==> src/rtl/twi_pkg.sv <==
package twi_pkg;
  localparam int TAG_W  = 4;
  localparam int PAGE_W = 2;
  localparam int BYTE_W = TAG_W + 1 + PAGE_W + 1;
  localparam int CNT_W  = $clog2(BYTE_W + 2);

  typedef enum logic [1:0] {
    PH_IDLE,
    PH_SEL,
    PH_WR,
    PH_RD
  } phase_e;
endpackage

==> src/rtl/twi_line_events.sv <==
module twi_line_events (
  input  logic clk,
  input  logic rst_n,
  input  logic scl_i,
  input  logic sda_i,
  output logic rise_o,
  output logic fall_o,
  output logic start_o,
  output logic stop_o
);
  logic scl_q;
  logic sda_q;

  always_ff @(posedge clk or negedge rst_n) begin
    if (!rst_n) begin
      scl_q <= 1'b1;
      sda_q <= 1'b1;
    end else begin
      scl_q <= scl_i;
      sda_q <= sda_i;
    end
  end

  assign rise_o  = scl_i & ~scl_q;
  assign fall_o  = ~scl_i & scl_q;
  assign start_o = scl_i & scl_q & sda_q & ~sda_i;
  assign stop_o  = scl_i & scl_q & ~sda_q & sda_i;
endmodule

==> src/rtl/twi_byte_shifter.sv <==
module twi_byte_shifter
  import twi_pkg::*;
(
  input  logic              clk,
  input  logic              rst_n,
  input  logic              clr_i,
  input  logic              rise_i,
  input  logic              fall_i,
  input  logic              sda_i,
  input  logic              rx_en_i,
  input  logic              tx_shift_i,
  input  logic              load_i,
  input  logic [BYTE_W-1:0] load_val_i,
  output logic [CNT_W-1:0]  cnt_o,
  output logic [BYTE_W-1:0] rx_byte_o,
  output logic              next_bit_o
);
  localparam logic [CNT_W-1:0] CNT_DATA = CNT_W'(BYTE_W);
  localparam logic [CNT_W-1:0] CNT_END  = CNT_W'(BYTE_W + 1);

  logic [CNT_W-1:0]  cnt_q, cnt_d;
  logic              cnt_en;
  logic [BYTE_W-1:0] sh_q, sh_d;
  logic              sh_en;

  always_comb begin
    cnt_en = 1'b0;
    cnt_d  = cnt_q;
    if (clr_i) begin
      cnt_en = 1'b1;
      cnt_d  = '0;
    end else if (rise_i && (cnt_q <= CNT_DATA)) begin
      cnt_en = 1'b1;
      cnt_d  = cnt_q + 1'b1;
    end else if (fall_i && (cnt_q == CNT_END)) begin
      cnt_en = 1'b1;
      cnt_d  = '0;
    end
  end

  always_comb begin
    sh_en = 1'b0;
    sh_d  = sh_q;
    if (load_i) begin
      sh_en = 1'b1;
      sh_d  = load_val_i;
    end else if (rise_i && rx_en_i && (cnt_q < CNT_DATA)) begin
      sh_en = 1'b1;
      sh_d  = {sh_q[BYTE_W-2:0], sda_i};
    end else if (tx_shift_i) begin
      sh_en = 1'b1;
      sh_d  = {sh_q[BYTE_W-2:0], 1'b0};
    end
  end

  always_ff @(posedge clk or negedge rst_n) begin
    if (!rst_n) begin
      cnt_q <= '0;
      sh_q  <= '0;
    end else begin
      if (cnt_en) cnt_q <= cnt_d;
      if (sh_en)  sh_q  <= sh_d;
    end
  end

  assign cnt_o      = cnt_q;
  assign rx_byte_o  = {sh_q[BYTE_W-2:0], sda_i};
  assign next_bit_o = sh_q[BYTE_W-2];
endmodule

==> src/rtl/twi_sel_decode.sv <==
module twi_sel_decode
  import twi_pkg::*;
#(
  parameter logic [TAG_W-1:0] DEV_TAG = 4'b1010
) (
  input  logic              [BYTE_W-1:0] byte_i,
  input  logic                           strap_i,
  input  logic                           busy_i,
  output logic                           hit_o,
  output logic              [PAGE_W-1:0] page_o,
  output logic                           rnw_o
);
  localparam int TAG_LSB   = BYTE_W - TAG_W;
  localparam int STRAP_BIT = TAG_LSB - 1;

  assign hit_o  = (byte_i[BYTE_W-1:TAG_LSB] == DEV_TAG) &&
                  (byte_i[STRAP_BIT] == strap_i) && !busy_i;
  assign page_o = byte_i[STRAP_BIT-1:1];
  assign rnw_o  = byte_i[0];
endmodule

==> src/rtl/twi_slave_engine.sv <==
module twi_slave_engine
  import twi_pkg::*;
#(
  parameter logic [TAG_W-1:0] DEV_TAG = 4'b1010
) (
  input  logic              clk,
  input  logic              rst_n,
  input  logic              scl_i,
  input  logic              sda_i,
  input  logic              strap_i,
  input  logic              wr_busy_i,
  input  logic [BYTE_W-1:0] tx_byte_i,
  output logic              sda_pull_o,
  output logic [PAGE_W-1:0] page_o,
  output logic              rnw_o,
  output logic              rx_valid_o,
  output logic [BYTE_W-1:0] rx_byte_o,
  output logic              rx_word_o,
  output logic              tx_req_o,
  output logic              stop_o
);
  localparam logic [CNT_W-1:0] CNT_LASTBIT = CNT_W'(BYTE_W - 1);
  localparam logic [CNT_W-1:0] CNT_ACK     = CNT_W'(BYTE_W);
  localparam logic [CNT_W-1:0] CNT_END     = CNT_W'(BYTE_W + 1);

  // reset: asserted asynchronously, released on the clock
  logic [1:0] rst_sync_q;
  logic       core_rst_n;

  always_ff @(posedge clk or negedge rst_n) begin
    if (!rst_n) rst_sync_q <= 2'b00;
    else        rst_sync_q <= {rst_sync_q[0], 1'b1};
  end
  assign core_rst_n = rst_sync_q[1];

  logic rise_w, fall_w, start_w, stop_w;

  twi_line_events u_events (
    .clk     (clk),
    .rst_n   (core_rst_n),
    .scl_i   (scl_i),
    .sda_i   (sda_i),
    .rise_o  (rise_w),
    .fall_o  (fall_w),
    .start_o (start_w),
    .stop_o  (stop_w)
  );

  phase_e             ph_q, ph_d;
  logic [CNT_W-1:0]   cnt_w;
  logic [BYTE_W-1:0]  shin_w;
  logic               next_bit_w;
  logic               rx_en_w, tx_shift_w, load_w;

  twi_byte_shifter u_shift (
    .clk        (clk),
    .rst_n      (core_rst_n),
    .clr_i      (start_w | stop_w),
    .rise_i     (rise_w),
    .fall_i     (fall_w),
    .sda_i      (sda_i),
    .rx_en_i    (rx_en_w),
    .tx_shift_i (tx_shift_w),
    .load_i     (load_w),
    .load_val_i (tx_byte_i),
    .cnt_o      (cnt_w),
    .rx_byte_o  (shin_w),
    .next_bit_o (next_bit_w)
  );

  logic              hit_w;
  logic [PAGE_W-1:0] sel_page_w;
  logic              sel_rnw_w;

  twi_sel_decode #(.DEV_TAG(DEV_TAG)) u_sel (
    .byte_i  (shin_w),
    .strap_i (strap_i),
    .busy_i  (wr_busy_i),
    .hit_o   (hit_w),
    .page_o  (sel_page_w),
    .rnw_o   (sel_rnw_w)
  );

  // bus timing points inside one byte frame
  logic byte_done, ack_rise, ack_fall, end_fall, mid_fall;
  assign byte_done = rise_w && (cnt_w == CNT_LASTBIT);
  assign ack_rise  = rise_w && (cnt_w == CNT_ACK);
  assign ack_fall  = fall_w && (cnt_w == CNT_ACK);
  assign end_fall  = fall_w && (cnt_w == CNT_END);
  assign mid_fall  = fall_w && (cnt_w != '0) && (cnt_w < CNT_ACK);

  assign rx_en_w    = (ph_q == PH_SEL) || (ph_q == PH_WR);
  assign tx_shift_w = (ph_q == PH_RD) && mid_fall;
  assign load_w     = (ph_q == PH_RD) && end_fall;

  logic              pull_q, pull_d;
  logic              ackp_q, ackp_d;
  logic              first_q, first_d;
  logic [PAGE_W-1:0] page_q, page_d;
  logic              rnw_q, rnw_d;
  logic              rxv_q, rxv_d;
  logic [BYTE_W-1:0] rxb_q, rxb_d;
  logic              rxw_q, rxw_d;
  logic              txr_q, txr_d;
  logic              stp_q, stp_d;

  always_comb begin
    ph_d    = ph_q;
    pull_d  = pull_q;
    ackp_d  = ackp_q;
    first_d = first_q;
    page_d  = page_q;
    rnw_d   = rnw_q;
    rxb_d   = rxb_q;
    rxw_d   = rxw_q;
    rxv_d   = 1'b0;
    txr_d   = 1'b0;
    stp_d   = 1'b0;

    if (start_w) begin
      ph_d   = PH_SEL;
      pull_d = 1'b0;
      ackp_d = 1'b0;
    end else if (stop_w) begin
      ph_d   = PH_IDLE;
      pull_d = 1'b0;
      ackp_d = 1'b0;
      stp_d  = 1'b1;
    end else if (ph_q != PH_IDLE) begin
      case (ph_q)
        PH_SEL: begin
          if (byte_done) begin
            if (hit_w) begin
              page_d  = sel_page_w;
              rnw_d   = sel_rnw_w;
              ackp_d  = 1'b1;
              first_d = 1'b1;
              txr_d   = sel_rnw_w;
              ph_d    = sel_rnw_w ? PH_RD : PH_WR;
            end else begin
              ph_d = PH_IDLE;
            end
          end
        end
        PH_WR: begin
          if (byte_done) begin
            rxv_d   = 1'b1;
            rxb_d   = shin_w;
            rxw_d   = first_q;
            first_d = 1'b0;
            ackp_d  = 1'b1;
          end
        end
        PH_RD: begin
          if (ack_rise && !ackp_q) begin
            if (!sda_i) txr_d = 1'b1;
            else        ph_d  = PH_IDLE;
          end
          if (mid_fall) pull_d = ~next_bit_w;
        end
        default: ph_d = PH_IDLE;
      endcase

      if (ack_fall) pull_d = ackp_q;
      if (end_fall) begin
        ackp_d = 1'b0;
        pull_d = (ph_q == PH_RD) ? ~tx_byte_i[BYTE_W-1] : 1'b0;
      end
    end
  end

  always_ff @(posedge clk or negedge core_rst_n) begin
    if (!core_rst_n) begin
      ph_q    <= PH_IDLE;
      pull_q  <= 1'b0;
      ackp_q  <= 1'b0;
      first_q <= 1'b0;
      page_q  <= '0;
      rnw_q   <= 1'b0;
      rxv_q   <= 1'b0;
      rxb_q   <= '0;
      rxw_q   <= 1'b0;
      txr_q   <= 1'b0;
      stp_q   <= 1'b0;
    end else begin
      ph_q    <= ph_d;
      pull_q  <= pull_d;
      ackp_q  <= ackp_d;
      first_q <= first_d;
      page_q  <= page_d;
      rnw_q   <= rnw_d;
      rxv_q   <= rxv_d;
      rxb_q   <= rxb_d;
      rxw_q   <= rxw_d;
      txr_q   <= txr_d;
      stp_q   <= stp_d;
    end
  end

  assign sda_pull_o = pull_q;
  assign page_o     = page_q;
  assign rnw_o      = rnw_q;
  assign rx_valid_o = rxv_q;
  assign rx_byte_o  = rxb_q;
  assign rx_word_o  = rxw_q;
  assign tx_req_o   = txr_q;
  assign stop_o     = stp_q;
endmodule

==> config.mk <==
export PLATFORM = sky130hd
export DESIGN_NAME = twi_slave_engine
export DESIGN_NICKNAME = d
export VERILOG_FILES = /design/src/rtl/twi_pkg.sv /design/src/rtl/twi_line_events.sv /design/src/rtl/twi_byte_shifter.sv /design/src/rtl/twi_sel_decode.sv /design/src/rtl/twi_slave_engine.sv
export SDC_FILE = /design/constraint.sdc
export NUM_CORES = 1
export LEC_CHECK = 0
export BUFFER_PORTS_ARGS = -buffer_cell sky130_fd_sc_hd__clkbuf_2
export CAP_MARGIN = 20
export CORE_MARGIN = 2
export CORE_UTILIZATION = 55
export DETAILED_ROUTE_END_ITERATION = 10
export GPL_ROUTABILITY_DRIVEN = 0
export GPL_TIMING_DRIVEN = 0
export PLACE_DENSITY = 0.81
export SLEW_MARGIN = 20
export SYNTH_ARGS = -nofsm -noshare
export SYNTH_HDL_FRONTEND = slang
export SYNTH_HIERARCHICAL = 1
export SYNTH_SLANG_ARGS = --single-unit
==> constraint.sdc <==
create_clock -name clk -period 1.3 [get_ports clk]
set_input_delay 0.195 -clock clk [delete_from_list [all_inputs] [get_ports clk]]
set_output_delay 0.195 -clock clk [all_outputs]
set_load 0.02 [all_outputs]
---- After elaboration in Yosys (flattened, before gate mapping) ----
Cells that the tools add are included.
storage, ports and cells
  register bits ........................... 35
  output and inout bits ................... 16
  word-level logic and storage cells ...... 141
operators by class
  add/subtract/negate cells ............... 1
  $lt $le $gt $ge ......................... 2
  eq/ne operators ......................... 18
  mux-type cells .......................... 54
  bitwise logic cells ..................... 16
  reductions and logical operators ........ 34
operator list
  cell                   number
  $mux W1                37
  $mux W7                3
  $ne A5 B5 Y1 const B   3
  $reduce_and A5 Y1      3
  $reduce_bool A5 Y1     3
  $logic_and A1 B1 Y1    14
  $mux W2                7
  $eq A4 B4 Y1 const B   3
  $mux W4                3
  $reduce_bool A3 Y1     3
  $ne A4 B4 Y1 const B   2
  $not A1 Y1             8
  $and A1 B1 Y1          7
  $reduce_and A7 Y1      1
  $ne A2 B2 Y1 const B   3
  $pmux W1 S2            3
  $pmux W2 S3            1
  $reduce_and A6 Y1      1
  $add A4 B1 Y4 const B  1
  $eq A2 B2 Y1 const B   2
  $eq A4 B3 Y1 const B   1
  $le A4 B4 Y1 const B   1
  $lt A4 B4 Y1 const B   1
  $ne A4 B3 Y1 const B   1
  other kinds (10)       13

---- Logic depth before layout (Yosys ltp) ----
  depth in word-level cells ............... 11
  gate-level depth with buffers ........... 7

---- Cells and area by module ----
The synthesis kept the hierarchy.
modules (own cells, without submodules)
  module            instances  cells an instance  area an instance (sq um)  sequential area each (sq um)
  twi_slave_engine  1          92                 1086.0                    550.5
  twi_byte_shifter  1          58                 698.2                     275.3
  twi_line_events   1          6                  85.1                      52.6
  twi_sel_decode    1          6                  52.6                      0.0

---- Least setup slack after synthesis ----
OpenSTA, ideal clock, no wires.
  path kind ............................... register to register
  start ................................... reg u_events.scl_q
  end ..................................... reg u_shift.sh_q[1]
  arrival ................................. 2.020 ns
  data required time ...................... 1.175 ns
  slack ................................... -0.845 ns
  stages on the path, launching flop included .. 7
  period minus slack after synthesis ...... 2.145 ns
  path through ............................ dfstp_2 nor2b_1 nor4bb_1 and3_2 buf_4 mux2_2 mux2_4
RTL lines
  what                                                            RTL line                source
  start: declaration                                              twi_line_events.sv:11   logic scl_q;
  start signal: assignment                                        twi_line_events.sv:19   scl_q <= scl_i;
  $and A1 B1 Y1 (*)                                               twi_line_events.sv:25   assign fall_o = ~scl_i & scl_q;
  via fall_w                                                      twi_slave_engine.sv:36  logic rise_w, fall_w, start_w, stop_w;
  $logic_and A1 B1 Y1 (*)                                         twi_slave_engine.sv:89  assign end_fall = fall_w && (cnt_w == CNT_END);
  $logic_and A1 B1 Y1 (*)                                         twi_slave_engine.sv:94  assign load_w = (ph_q == PH_RD) && end_fall;
  via load_w                                                      twi_slave_engine.sv:53  logic rx_en_w, tx_shift_w, load_w;
  $reduce_bool A3 Y1 (no line) / $mux W1 (equally long branches)  -
  $reduce_and A2 Y1 (no line)                                     -
  end signal: assignment                                          twi_byte_shifter.sv:59  sh_q <= '0;
  end signal: assignment                                          twi_byte_shifter.sv:62  if (sh_en) sh_q <= sh_d;
  end: declaration                                                twi_byte_shifter.sv:23  logic [BYTE_W-1:0] sh_q, sh_d;
The timed path passes the listed nets; every way through them passes the cells marked *.
A chain may end at the register's enable or synchronous reset.

---- Worst setup path after layout ----
  start ................................... reg u_events.scl_q
  end ..................................... reg u_shift.sh_q[6]
The elaborated chain is that of the path after synthesis.

==> results.md <==
* EDFF count, synth at 0
* Cell Area, Synth at between 1500 and 2000 µm²
* CORE AREA at between 3000 and 4000 µm²
* Setup CP Type: reg2reg
* Area share of the largest cell type after synthesis at between 40% and 50%
* Synth top area cells: dfrtp_1 43%, mux2_2 11%, mux2_4 4.7%
* Initial DRC count at 134
* Max_slew headroom at 51.0%
* Synth cell types at 50
* Pre-antenna DRT Iters at 4
* Die area at 3980 µm²
* Final instance area at 2740 µm²
* Synth async-reset ratio at 100%
* Pins Over Slew Limit at 0
* Row cnt at 21
* Fmax at 462 MHz
* Most used DFF post-synth: dfrtp_1
* TritonCTS clock tree: built
* ANT nets after route at 0
* Drt wl/cell at 20.7 µm
* Slew @ Worst Pin at 0.735 ns
* Fin crit period at 2.16 ns
* Final Hold Fails at 0
* Critical Path End Type: register
* Num CTS Buffers at 5
* Clk pin slew, worst setup/hold paths at approximately 0.12 ns
* DIE WIDTH at approximately 63 µm
* H-tree levels at 2
* Clock Sink Count at 35
* Peak supply drop at 1.10 mV
* Max cap viols at 0
* Finished Core Util at 82.1%
* First-pass GRT wire length at ~8500 µm
* Finished Layout Cells at roughly 270
* Starting density of the core at roughly 58%
* P_leak at 1.33 nW
* GRT Resource Usage Total at 28.3%
* Syn_area_per_cell at 11.9 µm²
* Yosys warns at 6
* Most frequent cells in the layout: 29 x clkbuf_2, 28 x dfrtp_1, 22 x buf_4, 13 x mux2_4, 12 x mux2_2
* Layout Nets at 248
* Vias in the first global route at 1712
* Syn Nets at 183
* Failing checks: negative setup slack
* Status: finished with violations
* Clock Tree Root: clkbuf_4
* Drt drc at 0
* HP Class: in2reg
* Fin crit share at 166%
* Dominant cell type by area after synthesis: dfrtp_1
* Critical path data arrival time at 2.38 ns
* Post-synthesis sequential area ratio at a little under half
* Area Overhead vs Synth at 42.5%
* CP max FO at 5
* Die Ht at 63.1 µm
* Final setup viols at 30
* Largest net degree at the start of global routing at 34
* Share of layout cells above drive strength 1 at 63.6%
* Final Worst Setup Slack at -0.863 ns
* Setup crit start kind: register
* HPWL after detailed placement at 2950 µm
* # diodes at 0
* Final hold slack at 0.153 ns
* Pwr/cell area at 1400 nW/µm²
* Dpl cells at 237
* #FFs+latches synth at 35
* Commonest non-fill, non-tap cell in the layout: clkbuf_2
* Cells after synthesis at 162
* RSZ-0062 raised after global routing: yes
* GRT overflow at 0
* Clk_lat worst skew at approximately 0.34 ns
* Vias per inst at around 6
* Design Power at 3.85 mW
* I/O Pins at 30
* Clock Skew at 0.0173 ns
* Post-placement cell area at around 2200 µm²
* Clock buffer depth at 2
* Antenna violations before repair at 0
* Required @ worst endpoint at between 1.5 and 2 ns
* Via count at 1629
* Total wire length at 5670 µm
* # port buffers at 29
==> kinds of logic (layout without fill, tap and decap cells) <==
| family | after synthesis | in the layout | synth area share, % |
|---|---|---|---|
| and+or+nand+nor | 49 | 50 | 19.0 |
| buffers and inverters | 19 | 84 | 5.27 |
| adders and majority gates | 7 | 7 | 4.56 |
| other | 1 | 1 | 0.195 |
| AOI/OAI and AO/OA | 24 | 24 | 8.46 |
| muxes | 26 | 26 | 16.3 |
| xor gates and xnor gates | 1 | 1 | 0.456 |
| DFF | 35 | 35 | 45.7 |
==> where the power goes <==
group          internal [mW]  switching, mW
Clock                  0.455          0.396
Sequential              1.27          0.294
Combinational          0.773          0.663
==> what timing repair did <==
item / CTS / global route
buffers inserted: 21 / 6
hold buffers: 3 / 0
resized for setup: 36 / 19
cloned: 1 / 1
endpoints found under the setup margin: 30 / 30
pin swaps: 6 / 5
hold endpoints to repair: 4 / 0
==> metal layers <==
metal,track usage [%],routed length [µm],up-vias,share of wire [%]
li1,-,-,711,-
met1,31.6,2240,824,40
met2,49.5,2960,74,52
met3,6.25,262,20,4.6
met4,16.1,208,0,3.7
met5,0,0,-,0
==> metrics by stage <==
step / worst slack, ns / setup TNS [ns]
2_1_floorplan: -0.631 / -13.15
3_3_place_gp: -0.866 / -21.03
3_5_place_dp: -0.970 / -20.80
4_1_cts: -0.711 / -16.17
5_1_grt: -0.876 / -21.32
6_report: -0.863 / -20.32
==> cell usage after synthesis (all sizes together), types with 2 or more instances <==
cell type / instances
nand2: 8
o2bb2ai: 2
mux2: 25
nand2b: 3
o21ai: 7
ha: 7
dfstp: 2
and4b: 3
and3: 3
dfrtp: 33
nand3: 3
a31oi: 2
nor3: 5
o21a: 2
buf: 7
nand3b: 2
nand4b: 3
a21oi: 4
inv: 12
nor2: 4
o311ai: 2
nor2b: 3
or3: 2
==> path summary, 6_finish.rpt <==
path	start	to	slack (ns)	depth (start not counted)
max	u_events/scl_q	u_shift/sh_q[6]	-0.86	6
min	tx_byte_i[0]	u_shift/sh_q[0]	0.15	3
max reg2reg	u_events/scl_q	u_shift/sh_q[6]	-0.86	6
min reg2reg	rst_sync_q[1]	rx_byte_o[1]	0.32	0
max in group asynchronous	rst_sync_q[1]	u_shift/cnt_o[0]	0.46	0
min in group asynchronous	rst_n	rst_sync_q[1]	0.17	2
==> state kept, by name, indices dropped and copies added (netlist names) <==
signal and flops:
ackp_q 1, first_q 1, page_o 2, ph_q 2
rnw_o 1, rst_sync_q 2, rx_byte_o 8, rx_valid_o 1
rx_word_o 1, sda_pull_o 1, stop_o 1, tx_req_o 1
u_events/scl_q 1, u_events/sda_q 1, u_shift/cnt_o 4, u_shift/sh_q 7
==> worst max-delay path, stage by stage (launching register included) <==
cell and delay [ns]:
dfstp_2 0.58, nor2b_4 0.16, nor4bb_4 0.32, and3_4 0.29, buf_12 0.12, mux2_4 0.29, mux2_4 0.26
==> area by class of cell <==
cell class	instances	area, µm²
Fill cell	184	598
Tap cell	46	57.6
Buffer	7	68.8
Timing Repair Buffer	57	410
Inverter	12	47.5
Clock buffer	6	51.3
Clock inverter	2	35.0
Multi-Input combinational cell	109	1180
Sequential cell	35	885
No activity file was read; power rests on OpenSTA's default activity.
